[src/rtl/fpc_pkg.sv]
package fpc_pkg;
    typedef enum logic [1:0] {
        OP_NONE,
        OP_READ,
        OP_PROG,
        OP_VFY
    } fpc_op_e;

    typedef enum logic [2:0] {
        ST_IDLE,
        ST_READ,
        ST_VERIFY,
        ST_SETUP,
        ST_PULSE,
        ST_HOLD,
        ST_ABORT
    } fpc_state_e;
endpackage

[src/rtl/fpc_strap_decode.sv]
module fpc_strap_decode
    import fpc_pkg::*;
(
    input  logic    strap_rst,
    input  logic    strap_ale,
    input  logic    strap_psen,
    input  logic    ctl_a9,
    input  logic    ctl_a13,
    input  logic    ctl_a14,
    input  logic    ctl_oe,
    input  logic    ce_n,
    input  logic    oe_n,
    input  logic    vpp_hv,
    output fpc_op_e op
);
    logic mode_ok;
    logic ctl_clear;

    assign mode_ok   = strap_rst & ~strap_ale & strap_psen;
    assign ctl_clear = ~(ctl_a9 | ctl_a13 | ctl_a14 | ctl_oe);

    always_comb begin
        op = OP_NONE;
        if (mode_ok && ctl_clear) begin
            unique case ({ce_n, oe_n, vpp_hv})
                3'b000:  op = OP_READ;
                3'b011:  op = OP_PROG;
                3'b101:  op = OP_VFY;
                default: op = OP_NONE;
            endcase
        end
    end
endmodule

[src/rtl/fpc_cycle_timer.sv]
module fpc_cycle_timer #(
    parameter int CW = 16
) (
    input  logic          clk,
    input  logic          rst_n,
    input  logic          clr,
    input  logic          en,
    output logic [CW-1:0] cnt
);
    always_ff @(posedge clk or negedge rst_n) begin
        if (!rst_n)   cnt <= '0;
        else if (clr) cnt <= '0;
        else if (en)  cnt <= cnt + 1'b1;
    end
endmodule

[src/rtl/fpc_option_store.sv]
module fpc_option_store #(
    parameter int DATA_W   = 8,
    parameter int LOCK_BIT = 0,
    parameter int OPEN_BIT = 1
) (
    input  logic              clk,
    input  logic              rst_n,
    input  logic              wr,
    input  logic [DATA_W-1:0] wdata,
    output logic [DATA_W-1:0] opt_q,
    output logic              locked,
    input  logic              movc_req,
    input  logic              movc_src_int,
    input  logic              movc_tgt_int,
    input  logic [DATA_W-1:0] movc_mem_data,
    output logic              movc_allow,
    output logic [DATA_W-1:0] movc_rdata
);
    logic movc_open;
    logic movc_deny;

    // Flash cells: programming can only clear bits.
    always_ff @(posedge clk or negedge rst_n) begin
        if (!rst_n)  opt_q <= '1;
        else if (wr) opt_q <= opt_q & wdata;
    end

    assign locked     = ~opt_q[LOCK_BIT];
    assign movc_open  = opt_q[OPEN_BIT];
    assign movc_deny  = ~movc_src_int & movc_tgt_int & ~movc_open;
    assign movc_allow = movc_req & ~movc_deny;
    assign movc_rdata = movc_allow ? movc_mem_data : '1;

    assert_lock_sticky_R8: assert property (@(posedge clk) disable iff (!rst_n)
        locked |=> locked);

    assert_bits_only_clear_R7: assert property (@(posedge clk) disable iff (!rst_n)
        (opt_q & ~$past(opt_q)) == '0);

    assert_internal_source_free_R9: assert property (@(posedge clk) disable iff (!rst_n)
        (movc_req && movc_src_int) |-> (movc_allow && movc_rdata == movc_mem_data));
endmodule

[src/rtl/flash_prog_ctrl.sv]
module flash_prog_ctrl
    import fpc_pkg::*;
#(
    parameter int CLK_HZ   = 250_000_000,
    parameter int PULSE_US = 300,
    parameter int SETUP_US = 2,
    parameter int ADDR_W   = 16,
    parameter int DATA_W   = 8
) (
    input  logic              clk,
    input  logic              rst_n,
    input  logic              strap_rst,
    input  logic              strap_ale,
    input  logic              strap_psen,
    input  logic              ctl_a9,
    input  logic              ctl_a13,
    input  logic              ctl_a14,
    input  logic              ctl_oe,
    input  logic              ce_n,
    input  logic              oe_n,
    input  logic              vpp_hv,
    input  logic [ADDR_W-1:0] addr,
    input  logic [DATA_W-1:0] din,
    output logic [DATA_W-1:0] dout,
    output logic              dout_oe,
    output logic [ADDR_W-2:0] fl_addr,
    output logic              fl_rd,
    output logic              fl_vfy,
    output logic              fl_pgm,
    output logic [DATA_W-1:0] fl_wdata,
    input  logic [DATA_W-1:0] fl_rdata,
    output logic              pgm_err,
    input  logic              movc_req,
    input  logic              movc_src_int,
    input  logic              movc_tgt_int,
    input  logic [DATA_W-1:0] movc_mem_data,
    output logic              movc_allow,
    output logic [DATA_W-1:0] movc_rdata
);
    localparam int CYC_PER_US = CLK_HZ / 1_000_000;
    localparam int PULSE_CYC  = CYC_PER_US * PULSE_US;
    localparam int SETUP_CYC  = CYC_PER_US * SETUP_US;
    localparam int MAX_CYC    = (PULSE_CYC > SETUP_CYC) ? PULSE_CYC : SETUP_CYC;
    localparam int CW         = $clog2(MAX_CYC + 1);
    localparam int AW         = ADDR_W - 1;

    fpc_op_e    op_d, op_q;
    fpc_state_e state_q, state_d;

    logic [CW-1:0]     cnt;
    logic              tmr_clr, tmr_en;
    logic [ADDR_W-1:0] addr_q, lat_addr;
    logic [DATA_W-1:0] din_q, lat_data;
    logic              lat_opt;
    logic              opt_sel, chg, setup_done, pulse_done;
    logic              opt_wr, locked;
    logic [DATA_W-1:0] opt_q;

    fpc_strap_decode u_decode (
        .strap_rst (strap_rst),
        .strap_ale (strap_ale),
        .strap_psen(strap_psen),
        .ctl_a9    (ctl_a9),
        .ctl_a13   (ctl_a13),
        .ctl_a14   (ctl_a14),
        .ctl_oe    (ctl_oe),
        .ce_n      (ce_n),
        .oe_n      (oe_n),
        .vpp_hv    (vpp_hv),
        .op        (op_d)
    );

    fpc_cycle_timer #(.CW(CW)) u_timer (
        .clk  (clk),
        .rst_n(rst_n),
        .clr  (tmr_clr),
        .en   (tmr_en),
        .cnt  (cnt)
    );

    fpc_option_store #(.DATA_W(DATA_W)) u_opt (
        .clk          (clk),
        .rst_n        (rst_n),
        .wr           (opt_wr),
        .wdata        (lat_data),
        .opt_q        (opt_q),
        .locked       (locked),
        .movc_req     (movc_req),
        .movc_src_int (movc_src_int),
        .movc_tgt_int (movc_tgt_int),
        .movc_mem_data(movc_mem_data),
        .movc_allow   (movc_allow),
        .movc_rdata   (movc_rdata)
    );

    assign opt_sel    = addr[ADDR_W-1];
    assign chg        = (addr != addr_q) || (din != din_q);
    assign setup_done = !chg && (cnt == CW'(SETUP_CYC - 1));
    assign pulse_done = (cnt == CW'(PULSE_CYC - 1));

    // State register
    always_ff @(posedge clk or negedge rst_n) begin
        if (!rst_n) state_q <= ST_IDLE;
        else        state_q <= state_d;
    end

    // Next state
    always_comb begin
        state_d = state_q;
        unique case (state_q)
            ST_IDLE: begin
                unique case (op_q)
                    OP_READ: state_d = ST_READ;
                    OP_VFY:  state_d = ST_VERIFY;
                    OP_PROG: state_d = (locked && !opt_sel) ? ST_HOLD : ST_SETUP;
                    default: state_d = ST_IDLE;
                endcase
            end
            ST_READ:   if (op_q != OP_READ) state_d = ST_IDLE;
            ST_VERIFY: if (op_q != OP_VFY)  state_d = ST_IDLE;
            ST_SETUP: begin
                if (op_q != OP_PROG)       state_d = ST_IDLE;
                else if (setup_done)       state_d = (locked && !opt_sel) ? ST_HOLD : ST_PULSE;
            end
            ST_PULSE: begin
                if (op_q != OP_PROG)       state_d = ST_ABORT;
                else if (pulse_done)       state_d = ST_HOLD;
            end
            ST_HOLD:   if (op_q != OP_PROG) state_d = ST_IDLE;
            ST_ABORT:  if (op_q != OP_PROG) state_d = ST_IDLE;
            default:   state_d = ST_IDLE;
        endcase
    end

    // Outputs and timer control
    always_comb begin
        fl_rd    = 1'b0;
        fl_vfy   = 1'b0;
        fl_pgm   = 1'b0;
        opt_wr   = 1'b0;
        tmr_clr  = 1'b1;
        tmr_en   = 1'b0;
        fl_addr  = addr[AW-1:0];
        fl_wdata = lat_data;
        unique case (state_q)
            ST_READ:   fl_rd  = !locked && !opt_sel;
            ST_VERIFY: fl_vfy = !locked && !opt_sel;
            ST_SETUP: begin
                tmr_clr = chg || setup_done;
                tmr_en  = !tmr_clr;
            end
            ST_PULSE: begin
                fl_pgm  = !lat_opt;
                fl_addr = lat_addr[AW-1:0];
                tmr_clr = 1'b0;
                tmr_en  = 1'b1;
                opt_wr  = lat_opt && pulse_done && (op_q == OP_PROG);
            end
            default: ;
        endcase
    end

    // Datapath registers
    always_ff @(posedge clk or negedge rst_n) begin
        if (!rst_n) begin
            op_q     <= OP_NONE;
            addr_q   <= '0;
            din_q    <= '0;
            lat_addr <= '0;
            lat_data <= '1;
            lat_opt  <= 1'b0;
            pgm_err  <= 1'b0;
            dout     <= '1;
            dout_oe  <= 1'b0;
        end else begin
            op_q   <= op_d;
            addr_q <= addr;
            din_q  <= din;
            if (state_q == ST_SETUP && state_d == ST_PULSE) begin
                lat_addr <= addr;
                lat_data <= din;
                lat_opt  <= opt_sel;
            end
            if (state_q == ST_PULSE && state_d == ST_ABORT)      pgm_err <= 1'b1;
            else if (state_q == ST_IDLE && state_d == ST_SETUP)  pgm_err <= 1'b0;
            if (state_q == ST_READ || state_q == ST_VERIFY) begin
                dout_oe <= 1'b1;
                dout    <= locked ? '1 : (opt_sel ? opt_q : fl_rdata);
            end else begin
                dout_oe <= 1'b0;
                dout    <= '1;
            end
        end
    end

    // Checker state: length of the current program pulse
    int unsigned plen;
    always_ff @(posedge clk or negedge rst_n) begin
        if (!rst_n)      plen <= 0;
        else if (fl_pgm) plen <= plen + 1;
        else             plen <= 0;
    end

    assert_one_strobe_R10: assert property (@(posedge clk) disable iff (!rst_n)
        $onehot0({fl_rd, fl_vfy, fl_pgm}));

    assert_pulse_length_R3: assert property (@(posedge clk) disable iff (!rst_n)
        ($fell(fl_pgm) && !pgm_err) |-> (plen == PULSE_CYC));

    assert_abort_on_loss_R6: assert property (@(posedge clk) disable iff (!rst_n)
        (state_q == ST_PULSE && op_q != OP_PROG) |=> (!fl_pgm && pgm_err));

    assert_locked_quiet_R8: assert property (@(posedge clk) disable iff (!rst_n)
        locked |-> (!fl_rd && !fl_vfy && !fl_pgm));

    assert_read_needs_mode_R1: assert property (@(posedge clk) disable iff (!rst_n)
        fl_rd |-> ($past(strap_rst, 2) && !$past(strap_ale, 2) && $past(strap_psen, 2)));

    assert_locked_dout_R8: assert property (@(posedge clk) disable iff (!rst_n)
        (dout_oe && locked) |-> (dout == '1));
endmodule

[config.mk]
export PLATFORM = sky130hd
export DESIGN_NAME = flash_prog_ctrl
export DESIGN_NICKNAME = d
export VERILOG_FILES = /design/src/rtl/fpc_pkg.sv /design/src/rtl/fpc_strap_decode.sv /design/src/rtl/fpc_cycle_timer.sv /design/src/rtl/fpc_option_store.sv /design/src/rtl/flash_prog_ctrl.sv
export SDC_FILE = /design/constraint.sdc
export NUM_CORES = 1
export LEC_CHECK = 0
export BUFFER_PORTS_ARGS = -buffer_cell sky130_fd_sc_hd__buf_2
export CAP_MARGIN = 5
export CELL_PAD_IN_SITES_DETAIL_PLACEMENT = 1
export CELL_PAD_IN_SITES_GLOBAL_PLACEMENT = 1
export CORE_MARGIN = 3
export CORE_UTILIZATION = 45
export DETAILED_ROUTE_END_ITERATION = 8
export PLACE_DENSITY = 0.83
export SLEW_MARGIN = 0
export SYNTH_ARGS = -nofsm -noshare
export SYNTH_HDL_FRONTEND = slang
export SYNTH_SLANG_ARGS = --single-unit
[constraint.sdc]
create_clock -name clk -period 5.2 [get_ports clk]
set_clock_uncertainty 0.2 [all_clocks]
set_input_delay 0.26 -clock clk [delete_from_list [all_inputs] [get_ports clk]]
set_output_delay 0.26 -clock clk [all_outputs]
set_load 0.02 [all_outputs]
* Word-level counts from Yosys, hierarchy flattened *
Index checks and enable logic that the tools add are counted.

cells by class
  add/sub/neg operators = 1
  equality and inequality tests = 21
  mux-type cells = 29
  bitwise gates (word level) = 15
  reduce and logical (&&, ||, !) cells = 21

operators with widths
  kind                   number
  $mux 17                2
  $mux 8                 4
  $mux 3                 8
  $eq 3x3->1 const B     6
  $pmux 3 s6             1
  $add 17x1->17 const B  1
  $eq 17x17->1 const B   1
  $eq 17x9->1 const B    1
  $ne 16x16->1           1
  $mux 15                1
  $eq 3x2->1 const B     4
  $logic_and 1x1->1      9
  $pmux 3 s3             1
  $and 8x8->8            1
  $mux 1                 8
  $ne 8x8->1             1
  $logic_not 3->1        2
  $not 1->1              6
  $pmux 2 s3             1
  $and 1x1->1            5
  $eq 2x2->1 const B     2
  $logic_not 1->1        4
  $ne 2x2->1 const B     2
  $pmux 1 s2             2
  other kinds (8)        13

word-level totals
  register bits = 88
  bits of input ports = 55
  output and inout port bits = 45
  logic and storage cells = 99

* Longest topological paths before layout *
  depth in word-level cells = 11
  gate-level depth with buffers = 8
  mapped depth without buffers = 7

* Hierarchy *
From an unflattened synthesis, not the netlist that was laid out.

second synthesis, totals
  cell total of the unflattened synthesis = 380
  area, all modules = 4221.5 um^2

modules (own cells, without submodules)
  module            times used  cells each  area each (um^2)  seq. area each (um^2)
  flash_prog_ctrl   1           252         2891.5            1596.5
  fpc_cycle_timer   1           85          872.1             425.4
  fpc_option_store  1           37          394.1             210.2
  fpc_strap_decode  1           6           63.8              0.0

* Least setup slack after synthesis *
No wires, ideal clock.

  path kind = register to register
  start point = register u_timer.cnt[0]
  end point = register lat_addr[0]
  setup time = 0.125 ns
  data arrival time = 2.641 ns
  data required time = 4.875 ns
  path slack = 2.234 ns
  cell stages (with the launch flop) = 8
  buffers on the path = 1
  period minus slack after synthesis = 2.966 ns
  cell sequence = dfrtp_1 ha_1 or4b_1 or3_1 or4_4 nor3_4 buf_12 mux2_4

on the way
  cells in the longest elaborated chain, start to end = 7
  elaborated cells between the ends (all ways) = 10
  those cells by class = eq/ne: 3; mux: 5; reduce/logical: 2

ends and longest elaborated chain
  element                 RTL line                RTL
  start, declared         fpc_cycle_timer.sv:8    output logic [CW-1:0] cnt
  start signal, assigned  fpc_cycle_timer.sv:13   else if (en) cnt <= cnt + 1'b1;
  $eq 17x9->1             flash_prog_ctrl.sv:98   assign setup_done = !chg && (cnt == CW'(SETUP_CYC - 1));
  $logic_and 1x1->1       flash_prog_ctrl.sv:98
  $mux 3                  flash_prog_ctrl.sv:123  else if (setup_done) state_d = (locked && !opt_sel) ? ST_HOLD : ST_PULSE;
  $mux 3                  flash_prog_ctrl.sv:122  if (op_q != OP_PROG) state_d = ST_IDLE;
  $pmux 3 s6 *            flash_prog_ctrl.sv:110  unique case (state_q)
  $eq 3x3->1 *            flash_prog_ctrl.sv:179  if (state_q == ST_SETUP && state_d == ST_PULSE) begin
  $logic_and 1x1->1 *     flash_prog_ctrl.sv:179
  end signal, assigned    flash_prog_ctrl.sv:180  lat_addr <= addr;
  end, declared           flash_prog_ctrl.sv:52   logic [ADDR_W-1:0] addr_q, lat_addr;

Mark *: on every way between the ends. The rest lies on a longest branch, timed or not.
A chain may end at the register's enable or synchronous reset.

* Worst setup path after layout *
  start point = register u_timer.cnt[0]
  end point = register lat_data[2] (netlist: fl_wdata[2])

on the way
  cells in the longest elaborated chain, start to end = 7
  elaborated cells between the ends (all ways) = 10
  those cells by class = eq/ne: 3; mux: 5; reduce/logical: 2

ends and longest elaborated chain
  element               RTL line                RTL
  $eq 17x9->1           flash_prog_ctrl.sv:98
  $logic_and 1x1->1     flash_prog_ctrl.sv:98
  $mux 3                flash_prog_ctrl.sv:123
  $mux 3                flash_prog_ctrl.sv:122
  $pmux 3 s6 *          flash_prog_ctrl.sv:110
  $eq 3x3->1 *          flash_prog_ctrl.sv:179
  $logic_and 1x1->1 *   flash_prog_ctrl.sv:179
  end signal, assigned  flash_prog_ctrl.sv:181  lat_data <= din;
  end, declared         flash_prog_ctrl.sv:53   logic [DATA_W-1:0] din_q, lat_data;

Marked as above.

==> results.tsv <==
metric	value	unit
gp_congestion	0.789	
final_common_cell	buf_2	
fin_crit_sh	62.9	%
fillers	927	
tns	0	ns
first_iter_violations	105	
dp_hpwl	7.01	mm
post_cts_buffers	0	
worstSetupEndpointType	flop	
fmax	306	MHz
ys_seq_area_share	54.5	%
htreeDepth	3	
antenna_found_initial	0	
synth_edf_count	0	
multi_input_area	1760	µm²
p_per_area	254	nW/µm²
drive_above_1_share	41.9	%
ys.flop_type	dfrtp_1	
min_path_type	input pin to asynchronous set/reset pin	
fp.dieH	101	µm
grt_start_max_net_pins	69	
grt_pass1_wl	17.8	mm
status	complete, no violations	
via_per_inst	5.22	
slew_headroom	44.4	%
required	5.28	ns
p_sw_share	24.8	%
synthCells	327	
die_area	10300	µm²
seq_power_share	52.3	%
setup_ws	1.93	ns
vdd_drop_max	0.211	mV
critical-path-top-delay-family	simple AND/OR/NAND/NOR gates	
track_usage	22.8	%
utilization	60.0	%
max_cap_viol_count	0	
post_dp_cell_area	4670	µm²
synth_fp_nets	387	
final_hold_viol_count	0	
cts_resized	0	
ant_nets	0	
clk_path_buf_depth	2	
initial_core_util	46.8	%
clkTransAtPathRegs	0.08	ns
crit_slowest_cell	or4_4	
hold_buffers	38	
finalMaxSlewViolations	0	
power	1.34	mW
crit_chain	ha_1 > or4b_1 > or3_1 > or4_4 > nor3_4 > buf_4 > mux2_2	
p_leak	2.39	nW
synth.avg_cell_area	12.5	µm²
clkSinkCount	88	
fp.coreArea	8760	µm²
cts-buffers-inserted	9	
rows	34	
layout.nets	527	
p_int	1.00	mW
regArea	2230	µm²
netlist_area	4100	µm²
synthToLayoutAreaGrowth	28.4	%
post_synth_num_cell_types	46	
min_period	3.27	ns
routedWlPerCell	19.0	µm
yosys_warnings	0	
die_w	101	µm
final_cell_mix	98 x buf_2, 64 x dfrtp_1, 38 x dlygate4sd3_1, 34 x xor2_1, 30 x nor2_1	
p_comb_share	9.3	%
drc	0	
grt_overflow	0	
path_max_fanout	24	
port_buffers	99	
tritoncts	built	
path_class	flop to flop	
path_buf_inv	1	
cpPeakStageDelay	0.46	ns
rsz0062_at_grt	no	
post-place-ws	1.99	ns
p_sw	331	µW
drt_pass1_iterations	4	
insertion_delay	0.37	ns
worstPathArrival	3.35	ns
pin_count	100	
diodes	0	
start_kind	flop	
grt_pass1_vias	3287	
worst_slew_pin_slew	0.834	ns
stdcell_count	580	
design_area	5260	µm²
vias	3026	
async_reset_ff_share	100	%
rrSetupSlack	1.93	ns
root_buffer	clkbuf_8	
routed_wl	11.0	mm
dp_cells	526	
fin_hold_ws	0.126	ns
clock_power_share	38.3	%
synth_seq_cells	88	
setup_viol	0	
[worst register-to-register path, cell delays in order (launching register included)]
cell and delay, ns:
dfrtp_1 0.43, ha_1 0.23, or4b_1 0.43, or3_1 0.45, or4_4 0.46, nor3_4 0.14
buf_4 0.44, mux2_2 0.40
[cells in the mapped netlist, types with 3 or more instances]
cell	number	area, µm²
mux2_2	20	225
nand4_1	6	37.5
xor2_1	34	298
nor2_1	30	113
inv_1	8	30.0
ha_1	5	62.6
mux2_4	20	300
nand3_1	5	25.0
nor4_1	9	56.3
o21a_1	8	60.1
clkbuf_1	6	22.5
a21oi_1	3	15.0
o21ai_0	4	20.0
nand2_1	18	67.6
dfrtp_1	64	1600
or2_2	9	56.3
xnor2_1	9	78.8
o22ai_1	3	18.8
nor3_1	4	20.0
mux2i_1	7	70.1
dfstp_2	24	631
[flip-flops by register name, indices dropped and copies added, names as in the netlist]
name	count
pgm_err	1
dout_oe	1
dout	8
din_q	8
u_timer.cnt	17
lat_addr	15
fl_wdata	8
state_q	3
lat_opt	1
op_q	2
addr_q	16
u_opt.opt_q	8
[power by group through the flow]
stage | registers [mW] | clock network [mW] | logic [mW]
finish | 0.699 | 0.512 | 0.125
CTS | 0.699 | 0.513 | 0.124
global placement | 0.711 | 0 | 0.0973
global route | 0.700 | 0.549 | 0.136
detailed placement | 0.712 | 0 | 0.101
floorplan | 0.711 | 0 | 0.0429
[kinds of logic after synthesis]
logic type	synth area share (%)
fa+ha+maj	1.77
simple gates	13.3
xor+xnor	9.19
mux	14.5
compound gates	4.00
flops	54.5
buf+inv	2.69
[final cells by class]
type	instances	area share, %
clock inverters	5	1.21
well taps	108	2.57
inverters	8	0.571
repair buffers	139	17.0
multi-input cells	221	33.4
clock buffers	11	2.88
flip-flops and latches	88	42.4
[routing by layer]
metal	wire, µm	track usage, %
met1	4480	27.0
met2	5920	41.9
met3	525	4.34
met4	87	6.24
met5	0	0
[final timing paths]
kind,start,to,depth (start not counted)
max reg2reg,u_timer.cnt[0],fl_wdata[2],7
max,u_timer.cnt[0],fl_wdata[2],7
min,rst_n,op_q[0],2
max in group asynchronous,rst_n,din_q[3],3
min reg2reg,u_opt.opt_q[3],u_opt.opt_q[3],1
min in group clk,u_opt.opt_q[3],u_opt.opt_q[3],1
(Power assumes the default switching activity.)
